### src/rtl/tbdec_pkg.sv
package tbdec_pkg;
  typedef enum logic [1:0] {
    ADDR_TB_LO = 2'd0,
    ADDR_TB_HI = 2'd1,
    ADDR_DEC   = 2'd2,
    ADDR_NONE  = 2'd3
  } reg_addr_e;
endpackage

### src/rtl/tbdec_regif.sv
module tbdec_regif import tbdec_pkg::*; #(
  parameter int          DW       = 32,
  parameter logic [31:0] LEG_MASK = 32'h3FFF_FF80
) (
  input  logic [1:0]      reg_addr,
  input  logic            reg_we,
  input  logic [DW-1:0]   reg_wdata,
  input  logic            legacy_mode,
  input  logic [2*DW-1:0] tb_val,
  input  logic [DW-1:0]   dec_val,
  output logic            we_lo,
  output logic            we_hi,
  output logic            we_dec,
  output logic [DW-1:0]   wdata_o,
  output logic [DW-1:0]   rdata
);
  localparam logic [DW-1:0] MASK = DW'(LEG_MASK);

  reg_addr_e sel;
  assign sel = reg_addr_e'(reg_addr);

  always_comb begin
    we_lo   = reg_we && (sel == ADDR_TB_LO);
    we_hi   = reg_we && (sel == ADDR_TB_HI);
    we_dec  = reg_we && (sel == ADDR_DEC);
    wdata_o = reg_wdata;
    if (legacy_mode && sel == ADDR_TB_LO) wdata_o = reg_wdata & MASK;
  end

  always_comb begin
    unique case (sel)
      ADDR_TB_LO: rdata = legacy_mode ? (tb_val[DW-1:0] & MASK) : tb_val[DW-1:0];
      ADDR_TB_HI: rdata = tb_val[2*DW-1:DW];
      ADDR_DEC:   rdata = dec_val;
      default:    rdata = '0;
    endcase
  end

  // legacy reads of the lower word never show bits outside the mask
  always_comb begin
    if (legacy_mode && sel == ADDR_TB_LO)
      assert_legacy_read_mask_R4: assert ((rdata & ~MASK) == '0);
  end
endmodule

### src/rtl/tbdec_timebase.sv
module tbdec_timebase #(
  parameter int DW = 32
) (
  input  logic            clk,
  input  logic            rst_n,
  input  logic            tick,
  input  logic            we_lo,
  input  logic            we_hi,
  input  logic [DW-1:0]   wdata,
  output logic [2*DW-1:0] tb_q
);
  localparam int TBW = 2 * DW;

  logic [TBW-1:0] tb_d;
  logic           tb_en;

  always_comb begin
    tb_en = we_lo || we_hi || tick;
    tb_d  = tb_q;
    if (we_lo)      tb_d = {tb_q[TBW-1:DW], wdata};
    else if (we_hi) tb_d = {wdata, tb_q[DW-1:0]};
    else if (tick)  tb_d = tb_q + TBW'(1);
  end

  always_ff @(posedge clk or negedge rst_n) begin
    if (!rst_n)     tb_q <= '0;
    else if (tb_en) tb_q <= tb_d;
  end

  assert_tb_count_R1: assert property (@(posedge clk) disable iff (!rst_n)
    (tick && !we_lo && !we_hi) |=> (tb_q == $past(tb_q) + TBW'(1)));
  assert_lo_write_keeps_hi_R3: assert property (@(posedge clk) disable iff (!rst_n)
    we_lo |=> (tb_q[TBW-1:DW] == $past(tb_q[TBW-1:DW])));
  assert_hi_write_keeps_lo_R3: assert property (@(posedge clk) disable iff (!rst_n)
    (we_hi && !we_lo) |=> (tb_q[DW-1:0] == $past(tb_q[DW-1:0])));
  assert_write_beats_tick_R9: assert property (@(posedge clk) disable iff (!rst_n)
    (we_lo && tick) |=> (tb_q[DW-1:0] == $past(wdata)));
endmodule

### src/rtl/tbdec_decrementer.sv
module tbdec_decrementer #(
  parameter int DW = 32
) (
  input  logic          clk,
  input  logic          rst_n,
  input  logic          tick,
  input  logic          reinit,
  input  logic          we,
  input  logic [DW-1:0] wdata,
  input  logic          irq_clr,
  output logic [DW-1:0] dec_q,
  output logic          irq_q
);
  localparam logic [DW-1:0] ALL_ONES = '1;
  localparam int            MSB      = DW - 1;

  logic [DW-1:0] dec_d;
  logic          irq_d;
  logic          expire;
  logic          sign_flip;

  always_comb begin
    expire    = tick && !we && (dec_q == '0);
    sign_flip = we && wdata[MSB] && !dec_q[MSB];
    dec_d     = dec_q;
    irq_d     = irq_q;
    if (reinit) begin
      dec_d = ALL_ONES;
      irq_d = 1'b0;
    end else begin
      if (we)        dec_d = wdata;
      else if (tick) dec_d = dec_q - DW'(1);
      if (expire || sign_flip) irq_d = 1'b1;
      else if (irq_clr)        irq_d = 1'b0;
    end
  end

  always_ff @(posedge clk or negedge rst_n) begin
    if (!rst_n) begin
      dec_q <= ALL_ONES;
      irq_q <= 1'b0;
    end else begin
      dec_q <= dec_d;
      irq_q <= irq_d;
    end
  end

  assert_expiry_wraps_R5: assert property (@(posedge clk) disable iff (!rst_n)
    (tick && !we && !reinit && dec_q == '0) |=> (dec_q == ALL_ONES && irq_q));
  assert_reinit_state_R6: assert property (@(posedge clk) disable iff (!rst_n)
    reinit |=> (dec_q == ALL_ONES && !irq_q));
  assert_sign_flip_irq_R7: assert property (@(posedge clk) disable iff (!rst_n)
    (we && !reinit && wdata[MSB] && !dec_q[MSB]) |=> irq_q);
  assert_irq_sticky_R8: assert property (@(posedge clk) disable iff (!rst_n)
    (irq_q && !irq_clr && !reinit) |=> irq_q);
  assert_dec_write_beats_tick_R9: assert property (@(posedge clk) disable iff (!rst_n)
    (we && tick && !reinit) |=> (dec_q == $past(wdata)));
endmodule

### src/rtl/tbdec_timer.sv
module tbdec_timer import tbdec_pkg::*; #(
  parameter int          DW       = 32,
  parameter logic [31:0] LEG_MASK = 32'h3FFF_FF80
) (
  input  logic          clk,
  input  logic          rst_n,
  input  logic          tick_en,
  input  logic          reinit,
  input  logic          legacy_mode,
  input  logic [1:0]    reg_addr,
  input  logic          reg_we,
  input  logic [DW-1:0] reg_wdata,
  output logic [DW-1:0] reg_rdata,
  input  logic          irq_clr,
  output logic          dec_irq
);
  localparam int TBW = 2 * DW;

  // reset asserted asynchronously, released on a clock edge
  logic [1:0] rst_sync_q;
  logic       rst_int_n;

  always_ff @(posedge clk or negedge rst_n) begin
    if (!rst_n) rst_sync_q <= 2'b00;
    else        rst_sync_q <= {rst_sync_q[0], 1'b1};
  end
  assign rst_int_n = rst_sync_q[1];

  logic           we_lo, we_hi, we_dec;
  logic [DW-1:0]  wdata_m;
  logic [TBW-1:0] tb_val;
  logic [DW-1:0]  dec_val;

  tbdec_regif #(.DW(DW), .LEG_MASK(LEG_MASK)) u_regif (
    .reg_addr    (reg_addr),
    .reg_we      (reg_we),
    .reg_wdata   (reg_wdata),
    .legacy_mode (legacy_mode),
    .tb_val      (tb_val),
    .dec_val     (dec_val),
    .we_lo       (we_lo),
    .we_hi       (we_hi),
    .we_dec      (we_dec),
    .wdata_o     (wdata_m),
    .rdata       (reg_rdata)
  );

  tbdec_timebase #(.DW(DW)) u_tb (
    .clk   (clk),
    .rst_n (rst_int_n),
    .tick  (tick_en),
    .we_lo (we_lo),
    .we_hi (we_hi),
    .wdata (wdata_m),
    .tb_q  (tb_val)
  );

  tbdec_decrementer #(.DW(DW)) u_dec (
    .clk     (clk),
    .rst_n   (rst_int_n),
    .tick    (tick_en),
    .reinit  (reinit),
    .we      (we_dec),
    .wdata   (wdata_m),
    .irq_clr (irq_clr),
    .dec_q   (dec_val),
    .irq_q   (dec_irq)
  );

  assert_unmapped_write_R2: assert property (@(posedge clk) disable iff (!rst_int_n)
    (reg_we && reg_addr == 2'd3 && !tick_en && !reinit) |=>
      (tb_val == $past(tb_val) && dec_val == $past(dec_val)));
endmodule

### config.mk
export PLATFORM = sky130hd
export DESIGN_NAME = tbdec_timer
export DESIGN_NICKNAME = d
export VERILOG_FILES = /design/src/rtl/tbdec_pkg.sv /design/src/rtl/tbdec_regif.sv /design/src/rtl/tbdec_timebase.sv /design/src/rtl/tbdec_decrementer.sv /design/src/rtl/tbdec_timer.sv
export SDC_FILE = /design/constraint.sdc
export NUM_CORES = 1
export LEC_CHECK = 0
export ABC_AREA = 1
export BUFFER_PORTS_ARGS = -buffer_cell sky130_fd_sc_hd__buf_2
export CORE_ASPECT_RATIO = 0.7
export CORE_UTILIZATION = 40
export CTS_CLUSTER_DIAMETER = 30
export DETAILED_ROUTE_END_ITERATION = 8
export PLACE_DENSITY = 0.56
export SETUP_SLACK_MARGIN = 0.4
export SYNTH_ARGS = -nofsm -noshare
export SYNTH_HDL_FRONTEND = slang
export SYNTH_SLANG_ARGS = --single-unit
### constraint.sdc
create_clock -name clk -period 3.1 [get_ports clk]
set_clock_uncertainty 0.15 [all_clocks]
set_input_delay 0 -clock clk [delete_from_list [all_inputs] [get_ports clk]]
set_output_delay 0 -clock clk [all_outputs]
set_load 0.02 [all_outputs]
After elaboration in Yosys (flattened, before gate mapping)
Cells that the tools add are included.
{"block": "word_totals", "n_memories": 0, "regBits": 99, "output_inout_bits": 33, "latch_bits": 0, "mem_bits_rw": 0, "word_cells": 44, "rom_bits": 0}
{"block": "classes", "reduce_logical": 21, "n_lt_le_gt_ge": 0, "multipliers": 0, "n_shift": 0, "eq_ne": 3, "n_div": 0, "n_addsub": 2, "bitwise": 1, "mux": 12}
{"op": "32-bit two-way mux", "count": 6}
{"op": "64-bit two-way mux", "count": 2}
{"op": "32-bit one-hot mux with 3 select lines", "count": 1}
{"op": "64-bit by 1-bit adder with 64-bit output, second input constant", "count": 1}
{"op": "32-bit zero test", "count": 1}
{"op": "32-bit by 1-bit subtractor with 32-bit output, second input constant", "count": 1}
{"op": "1-bit logical AND", "count": 8}
{"op": "3-bit AND reduction", "count": 2}
{"op": "3-bit nonzero test", "count": 2}
{"op": "2-bit nonzero test", "count": 2}
{"op": "1-bit logical OR", "count": 3}
{"op": "1-bit two-way mux", "count": 3}
{"op": "2-bit by 1-bit equality test with 1-bit output, second input constant", "count": 1}
{"op": "2-bit equality test, second input constant", "count": 1}
{"op": "1-bit zero test", "count": 2}
{"op": "2-bit zero test", "count": 1}
{"op": "2-bit by 1-bit inequality test with 1-bit output, second input constant", "count": 1}
{"op": "1-bit NOT", "count": 1}

Longest topological paths before layout
Gate-level depths: netlist of the first run.
{"block": "logic_depth", "ltp_word": 8, "depth_mapped": 12, "mapped_depth_nobuf": 12}

By module
A second synthesis of the first run with hierarchy kept.
{"block": "unflattened", "cells_unflattened": 1496, "hier_area_um2": 9037.4}
{"module": "tbdec_timebase", "cells_each": 897, "area_per_inst_um2": 5281.3, "n_inst": 1}
{"module": "tbdec_decrementer", "cells_each": 381, "area_per_inst_um2": 2563.7, "n_inst": 1}
{"module": "tbdec_regif", "cells_each": 215, "area_per_inst_um2": 1138.6, "n_inst": 1}
{"module": "tbdec_timer", "cells_each": 3, "area_per_inst_um2": 53.8, "n_inst": 1}

Worst setup path after synthesis of the first run
No wires, ideal clock.
{"block": "synth_path", "path_kind": "reg2reg", "startpoint": "register u_dec.dec_q[0]", "endpoint": "register u_dec.dec_q[22]", "required_time_ns": 2.868, "path_slack_ns": 1.317, "arrival_time_ns": 1.551, "path_stages_with_launch": 11, "n_path_buf": 0, "setup_time_ns": 0.082, "cell_sequence": "dfstp_2 > inv_1 > ha_1 > inv_1 > nor2_1 > nand2_1 > nor2_1 > nand2_1 > nand2_1 > nand3_1 > a22oi_1"}
{"block": "synth_via", "elab_chain_cells": 4}
{"item": "from (decl)", "line": "tbdec_decrementer.sv:11", "rtl": "output logic [DW-1:0] dec_q,"}
{"item": "from (signal assigned)", "line": "tbdec_decrementer.sv:40", "rtl": "dec_q <= ALL_ONES;"}
{"item": "from (signal assigned)", "line": "tbdec_decrementer.sv:43", "rtl": "dec_q <= dec_d;"}
{"item": "32-bit by 1-bit subtractor with 32-bit output", "line": "tbdec_decrementer.sv:32", "rtl": "else if (tick) dec_d = dec_q - DW'(1);"}
{"item": "32-bit two-way mux", "line": "tbdec_decrementer.sv:32"}
{"item": "32-bit two-way mux", "line": "tbdec_decrementer.sv:31", "rtl": "if (we) dec_d = wdata;"}
{"item": "32-bit two-way mux", "line": "tbdec_decrementer.sv:27", "rtl": "if (reinit) begin"}
No other way between the ends. The select of a mux whose other input is x is not followed.
A chain may end at the register's enable or synchronous reset.

Worst setup path after layout of the first run
{"block": "layout_path", "startpoint": "register u_dec.dec_q[0]", "endpoint": "register u_dec.irq_q"}
{"block": "layout_via", "elab_chain_cells": 5, "elab_cells_between_ends": 6, "classes_between": "2 x mux; 4 x reduce/logical"}
{"item": "32-bit zero test (*)", "line": "tbdec_decrementer.sv:23", "rtl": "expire = tick && !we && (dec_q == '0);"}
{"item": "1-bit logical AND (*)", "line": "tbdec_decrementer.sv:23"}
{"item": "1-bit logical OR (*)", "line": "tbdec_decrementer.sv:33", "rtl": "if (expire || sign_flip) irq_d = 1'b1;"}
{"item": "1-bit two-way mux", "line": "tbdec_decrementer.sv:33"}
{"item": "1-bit two-way mux", "line": "tbdec_decrementer.sv:27"}
{"item": "to (signal assigned)", "line": "tbdec_decrementer.sv:44", "rtl": "irq_q <= irq_d;"}
{"item": "to (decl)", "line": "tbdec_decrementer.sv:12", "rtl": "output logic irq_q"}
Every way passes the cells marked *; elsewhere a longest branch is shown, timed or not.

==> results by group, run 1 <==
Run status
  – Outcome: finished, final reports clean

CTS
  – Clock Latency Late Sink: roughly 0.38 ns
  – TritonCTS buffer count: 9
  – CTS tree: built
  – Post-CTS setup buffer count: 0
  – CTS Sinks: 99
  – Clk slew on worst S/H paths: approximately 0.070 ns
  – Root buffer cell: clkbuf_16
  – Worst-case clock buffer depth: 2
  – H-tree Lvls: 3

Placed design
  – Port Buffers: 73
  – Post-DP HPWL: slightly below 30000 um
  – DP Cell Count: 1681
  – GPL Wtd Cong: 1.00

STA
  – RSZ-0062 raised after global routing: no
  – Slew Viols, Final: 0
  – Slew of the pin with the lowest slew margin: about 1.1 ns
  – Achievable Freq: about 400 MHz
  – Final setup viols: 0
  – Setup_tns: 0 ns
  – Hold Slack: 0.0182 ns
  – Final period utilization: roughly four fifths
  – Final Hold Viols: 0
  – Post-route minimum period: between 2 and 3 ns
  – Slew margin rel.: between 20% and 30%

Floorplanning
  – Core area: around 20000 um^2
  – Die Span Y: around 120 um
  – Starting Density: between 40 and 50%
  – Total Die Area: ~21000 um^2
  – Cell Rows: 43
  – Top-Level Pins: between 70 and 80
  – Die width: 174 um

Global route
  – Grt ovf: 0
  – Initial antenna violation count: 0
  – Vias in the first global route: between 8000 and 9000
  – Overall Global Routing Usage: 35.4%
  – First-pass GRT wire length: 54900 um
  – Largest net degree at the start of global routing: 52

Route
  – WL final: roughly 37000 um
  – Detailed Routing Iterations Pass 1: 6
  – First DRT Iteration DRCs: ~1500
  – Post-route ant nets: 0
  – Remaining DRCs: 0
  – DR WL/cell: around 21 um
  – Via count: approximately 10000
  – Routed vias/inst: 5.69

Layout
  – Diode count: 0
  – Syn-to-layout area delta: 15.8%
  – Final core utilization: 47.8%
  – Sequential Area: 2520 um^2
  – Share of layout cells above drive strength 1: a little under an eighth
  – Final non-filler cell total: between 1500 and 2000
  – Fillers: ~2200
  – # nets final: ~1500
  – Footprint of the multi-input gates: 4960 um^2

Logic synthesis
  – Mapped Cells: 1365
  – Distinct cells, synth: 42
  – Register bit total from synthesis: just under 100
  – Mapped Area: 8250 um^2
  – Fraction of synthesized area in multiplexers: 0%
  – Yosys top cell by area: dfrtp_1
  – Adder-Cell Fraction of Synth Area: less than 1%
  – Post-synthesis xor/xnor area fraction: less than 1%
  – Post-Synth Simple-Gate Area: between 40% and 50%
  – Mean Syn Cell Area: approximately 6 um^2
  – Sequential area share after synthesis: a little under a third
  – Post-synthesis compound-gate area fraction: between 15 and 20%
  – Share of the synthesized area in the top cell type: slightly above 20%
  – Largest family of logic cells by synthesized area: simple AND/OR/NAND/NOR gates
  – Largest cells by area after synthesis: dfrtp_1 (20%), nand2_1 (18%), nor2_1 (11%)
  – Syn nets: 1408
  – Yosys warning count: 0

Power
  – Pint: about 2.5 mW
  – Switch Pwr: about 1.8 mW
  – Seq pwr share: ~44%
  – Leak: 4.34 nW
  – Switching Share: approximately two fifths
  – Total power: ~4.3 mW
  – Logic gate share of total power: 29.8%
  – Worst vdd ir: around 260 uV
  – Clock power frac: 26.5%
  – PD cells: 452 nW/um^2

Worst setup path
  – CP Class: reg2reg
  – R2r endpoint: u_dec.irq_q$_DFFE_PN0P_
  – CP arrival: around 2.7 ns
  – RR Startpoint: u_dec.dec_q[0]$_DFFE_PN1P_
  – CP max FO: 7
  – Worst EP required: roughly 3.3 ns
  – R2r worst-path depth: 11
  – R2R setup slack: 0.57 ns
  – Crit path launch: u_dec.dec_q[0]$_DFFE_PN1P_
  – Crit path launch type: register
  – Critical Path End: u_dec.irq_q$_DFFE_PN0P_
  – CP Capture Type: register

Hold path
  – Worst hold-check path type: in2reg
  – Critical hold path startpoint: reg_we

Job
  – Max-cap check violation count: 0
==> routing by layer <==
metal,share of wire (%),GRT usage (%),vias up
li1,-,-,4672
met1,48,53.8,4526
met2,38,48.6,602
met3,11,7.30,66
met4,3.4,12.1,0
met5,0,0,-
==> stage by stage <==
step                setup slack [ns]  instance area, um^2
finish                         0.573                 9560
detailed placement             0.806                 8900
CTS                            0.520                 9560
floorplan                       1.32                 8260
global route                   0.396                 9560
global placement               0.778                 8900
==> state kept, by name, indices dropped and copies added (netlist names) <==
| register | cells |
|---|---|
| u_tb.tb_q | 64 |
| u_dec.dec_q | 32 |
| rst_sync_q | 2 |
| u_dec.irq_q | 1 |
==> placed cells by master, fill, tap and decap left out, types with 2 or more instances in the layout <==
master / synthesis / final
dfstp_2: 32 / 32
nand3_1: 99 / 99
nand4_1: 31 / 31
a21oi_1: 92 / 92
clkinv_1: 2 / 2
o21ai_0: 55 / 55
clkbuf_8: 0 / 2
buf_4: 3 / 14
a22o_1: 2 / 2
dlygate4sd3_1: 0 / 38
dfrtp_1: 67 / 66
inv_1: 148 / 148
nor3_1: 15 / 15
xor2_1: 4 / 4
and2_1: 6 / 6
o22ai_1: 8 / 8
nor2_2: 8 / 9
nand3b_1: 2 / 2
clkbuf_1: 17 / 4
inv_2: 8 / 8
buf_2: 19 / 73
ha_1: 2 / 2
nor2_4: 5 / 5
o221ai_1: 30 / 30
a32oi_1: 2 / 2
a31oi_1: 4 / 4
nand2_1: 401 / 401
nand3_2: 3 / 3
clkbuf_16: 0 / 9
nand2_2: 4 / 4
o21ai_1: 20 / 20
xnor2_1: 2 / 2
o211ai_1: 5 / 5
a22oi_1: 21 / 21
nor2_1: 234 / 233
nand2_4: 3 / 3
==> Yosys cell counts (all sizes together) <==
cell type	instances
o21a	1
nand3	102
xnor2	2
ha	2
a21boi	1
inv	156
dfstp	32
a22o	2
a22oi	21
nand4	31
o22ai	8
nor2	247
and2	6
o211ai	5
clkbuf	17
a32oi	2
xor2	4
nand2	408
o21ai	76
o31ai	1
nor3	16
dfrtp	67
a21oi	93
or2	1
clkinv	2
o221ai	30
nand3b	2
a31oi	4
conb	1
buf	25
==> cells by family (layout without fill, tap and decap cells) <==
logic type      after synthesis  in the layout
xor+xnor                      6              6
fa+ha+maj                     2              2
simple gates                813            813
buf+inv                     200            300
compound gates              244            244
flops                        99             99
other cells                   1              1
==> how the worst min path moves through the flow <==
stage,end,slack (ns),cells past startpoint
final,u_dec.dec_q[5]$_DFFE_PN1P_,0.02,4
after CTS,u_dec.dec_q[5]$_DFFE_PN1P_,0.002,4
after global routing,u_dec.dec_q[5]$_DFFE_PN1P_,0.06,4
after floorplan,rst_sync_q[0]$_DFF_PN0_,-0.45,0
after detailed placement,rst_sync_q[0]$_DFF_PN0_,-0.36,1
after global placement,rst_sync_q[0]$_DFF_PN0_,-0.36,1
==> critical path, cell delays in order, from the launching register on <==
cell and delay (ns):
dfstp_2 0.37, inv_1 0.17, ha_1 0.25, nand2_1 0.13
nor2_2 0.24, nand4_1 0.11, nor2_1 0.23, nand3_1 0.10
nand3_1 0.08, dlygate4sd3_1 0.54, nand2_1 0.05, inv_1 0.05
==> layout make-up <==
class / count / area share, %
Clock buffer: 15 / 2.80
Tap cell: 270 / 3.53
Multi-Input combinational cell: 1066 / 51.9
Inverter: 158 / 6.20
Sequential cell: 99 / 26.4
Clock inverter: 1 / 0.0785
Timing Repair Buffer: 126 / 9.11
==> timing repair <==
action / in CTS / in global routing
hold buffers: 38 / 0
endpoints found under the setup margin: 0 / 1
resized for setup: 0 / 1
hold endpoints to repair: 96 / 0
==> power by group through the flow <==
stage	clock network [mW]	registers, mW	logic [mW]
6_report	1.15	1.89	1.29
5_1_grt	1.20	1.92	1.41
4_1_cts	1.17	1.87	1.27
3_5_place_dp	0	1.89	1.23
3_3_place_gp	0	1.90	1.23
2_1_floorplan	0	1.76	0.835
Note: power is estimated with default switching activity, not from simulation.
==> inputs of run 2 (changes only) <==
clock period = 2.3 ns   (was 3.1 ns; I/O delays follow)
==> run 2 against run 1 <==
Effect of this change: the run now ends with hold timing left; die area did not move; fmax rose by 32%; core utilization up 7.4 points; worst setup slack got worse by 0.19 ns; hold slack lost 0.027 ns; sequential power grew 38%; largest power group unchanged.
==> results by group, run 2 (synthesis results as in run 1) <==
Run status
  – Outcome: finished, violations left
  – Failing checks: hold timing

Worst setup path
  – Slowest stage cell, crit path: dfrtp_1
  – CP Cell Sequence: nand2_1, nor2_2, nand2_2, nor3_4, nand2_1, nand2_1, nand2_1, o21ai_1, inv_1
  – CP Class: reg2reg
  – R2R setup slack: ~0.39 ns
  – Worst EP required: between 2 and 2.5 ns
  – Slowest Stage Delay on Critical Path: about 0.44 ns
  – CP max FO: 4
  – Crit path launch type: register
  – Critical path's most frequent cell: nand2_1
  – CP Capture Type: register
  – CP arrival: 2.03 ns

Global route
  – Grt ovf: 0
  – Vias in the first global route: approximately 9100
  – Initial antenna violation count: 0
  – Most used routing layer: met1
  – First-pass GRT wire length: between 50000 and 60000 um
  – Grt met2 use: between 50% and 60%
  – Largest net degree at the start of global routing: 53
  – GR Util met3: 10.7%
  – Overall Global Routing Usage: around 38%
  – Grt met1 use: ~55%

Floorplanning
  – Total Die Area: ~21000 um^2
  – Starting Density: 41.2%
  – Cell Rows: 43
  – Die width: about 170 um
  – Core area: between 20000 and 25000 um^2
  – Top-Level Pins: 74
  – Die Span Y: between 100 and 150 um

Placed design
  – DP Cell Count: between 1500 and 2000
  – GPL Wtd Cong: between 0.9 and 1
  – Post-DP Area: 9180 um^2
  – Post-DP HPWL: 30200 um
  – Port Buffers: 73

STA
  – Final Hold Viols: 1
  – Final period utilization: 83.1%
  – Achievable Freq: approximately 520 MHz
  – Slew of the pin with the lowest slew margin: between 0.6 and 0.7 ns
  – Final setup viols: 0
  – Post-route minimum period: between 1.5 and 2 ns
  – Hold Slack: -0.00912 ns
  – RSZ-0062 raised after global routing: yes
  – Setup_tns: 0 ns
  – Slew margin rel.: 56.4%
  – Slew Viols, Final: 0

Layout
  – Regs by FF count: u_tb.tb_q: 64 flops, u_dec.dec_q: 32 flops, rst_sync_q: 2 flops
  – Most frequent cells in the layout: nand2_1 (341), inv_1 (142), nor2_1 (140)
  – Final Instance Area: 11000 um^2
  – Diode count: 0
  – Most common cell after layout, fill and taps aside: nand2_1
  – # nets final: around 1600
  – Syn-to-layout area delta: 33.8%
  – Final non-filler cell total: around 1800
  – Share of layout cells above drive strength 1: 30.0%
  – Max reg flops: 64
  – Biggest register: u_tb.tb_q

Power
  – Clock power frac: between 20 and 30%
  – Worst vdd ir: 371 uV
  – Switch Pwr: ~2.7 mW
  – Seq pwr share: 41.0%
  – Logic gate share of total power: about 34%
  – Pint: ~3.7 mW
  – Leak: 4.87 nW
  – Switching Share: about two fifths
  – PD cells: 576 nW/um^2

CTS
  – Root buffer cell: clkbuf_16
  – H-tree Lvls: 3
  – Clock Latency Late Sink: 0.38 ns
  – CTS Sinks: just under 100
  – Worst-case clock buffer depth: 2
  – CTS tree: built
  – Clk slew on worst S/H paths: 0.07 ns
  – TritonCTS buffer count: 9

Route
  – Via count: roughly 10000
  – Routed vias/inst: 5.74
  – DR WL/cell: roughly 22 um
  – Post-route ant nets: 0
  – Detailed Routing Iterations Pass 1: 5
  – Remaining DRCs: 0
  – WL final: between 40000 and 50000 um
  – First DRT Iteration DRCs: around 1200

Hold path
  – Worst hold-check path type: in2reg

Job
  – Max-cap check violation count: 0
-- run 2: routing by layer --
| layer | share of wire (%) | routed length [um] | up-vias |
|---|---|---|---|
| met2 | 40 | 16000 | 578 |
| met3 | 11 | 4440 | 70 |
| li1 | - | - | 4832 |
| met1 | 46 | 18300 | 4944 |
| met4 | 3.4 | 1380 | 0 |
| met5 | 0 | 0 | - |
-- run 2: final timing paths --
kind | startpoint | to | cells past startpoint
max | u_tb.tb_q[27]$_DFFE_PN0P_ | u_tb.tb_q[33]$_DFFE_PN0P_ | 9
min | reg_we | u_dec.dec_q[0]$_DFFE_PN1P_ | 5
max reg2reg | u_tb.tb_q[27]$_DFFE_PN0P_ | u_tb.tb_q[33]$_DFFE_PN0P_ | 9
min reg2reg | rst_sync_q[1]$_DFF_PN0_ | u_tb.tb_q[36]$_DFFE_PN0P_ | 0
max in group asynchronous | rst_sync_q[1]$_DFF_PN0_ | u_dec.dec_q[20]$_DFFE_PN1P_ | 1
min in group asynchronous | rst_sync_q[1]$_DFF_PN0_ | u_tb.tb_q[36]$_DFFE_PN0P_ | 0
-- run 2: worst max-delay path: cells and delay by family, from the launching register on --
family	cells	cell delay, ns
DFF	1	0.44
and+or+nand+nor	7	0.99
buffers and inverters	1	0.05
AOI/OAI and AO/OA	1	0.16
-- run 2: layout make-up --
| type | count | area [um^2] |
|---|---|---|
| clock buffers | 15 | 278 |
| clock inverters | 1 | 7.51 |
| fillers | 2063 | 8970 |
| inverters | 158 | 609 |
| multi-input cells | 1067 | 5750 |
| flip-flops and latches | 99 | 2570 |
| well taps | 270 | 338 |
| repair buffers | 206 | 1500 |
-- run 2: power by group through the flow --
| stage | Clock (mW) | Sequential, mW | Combinational, mW |
|---|---|---|---|
| 2_1_floorplan | 0 | 2.37 | 1.13 |
| 3_3_place_gp | 0 | 2.56 | 1.71 |
| 3_5_place_dp | 0 | 2.56 | 1.71 |
| 4_1_cts | 1.61 | 2.53 | 1.87 |
| 5_1_grt | 1.66 | 2.63 | 2.34 |
| 6_report | 1.59 | 2.61 | 2.16 |
-- run 2: through the flow --
step           total power [mW]  worst slack (ns)  util (%)  hold WS (ns)
2_1_floorplan              3.50             0.517         -        -0.446
3_3_place_gp               4.27            0.0838      45.9        -0.363
3_5_place_dp               4.27             0.103      45.9        -0.360
4_1_cts                    6.01             0.374      50.9        0.0258
5_1_grt                    6.63             0.311      55.2        0.0429
6_report                   6.36             0.388      55.2      -0.00912
-- run 2: timing repair --
item / CTS / global route
cloned: 0 / 1
resized for setup: 94 / 188
endpoints found under the hold margin: 94 / 0
hold buffers: 38 / 0
setup buffers: 10 / 34
endpoints found under the setup margin: 58 / 78
pin swaps: 5 / 28
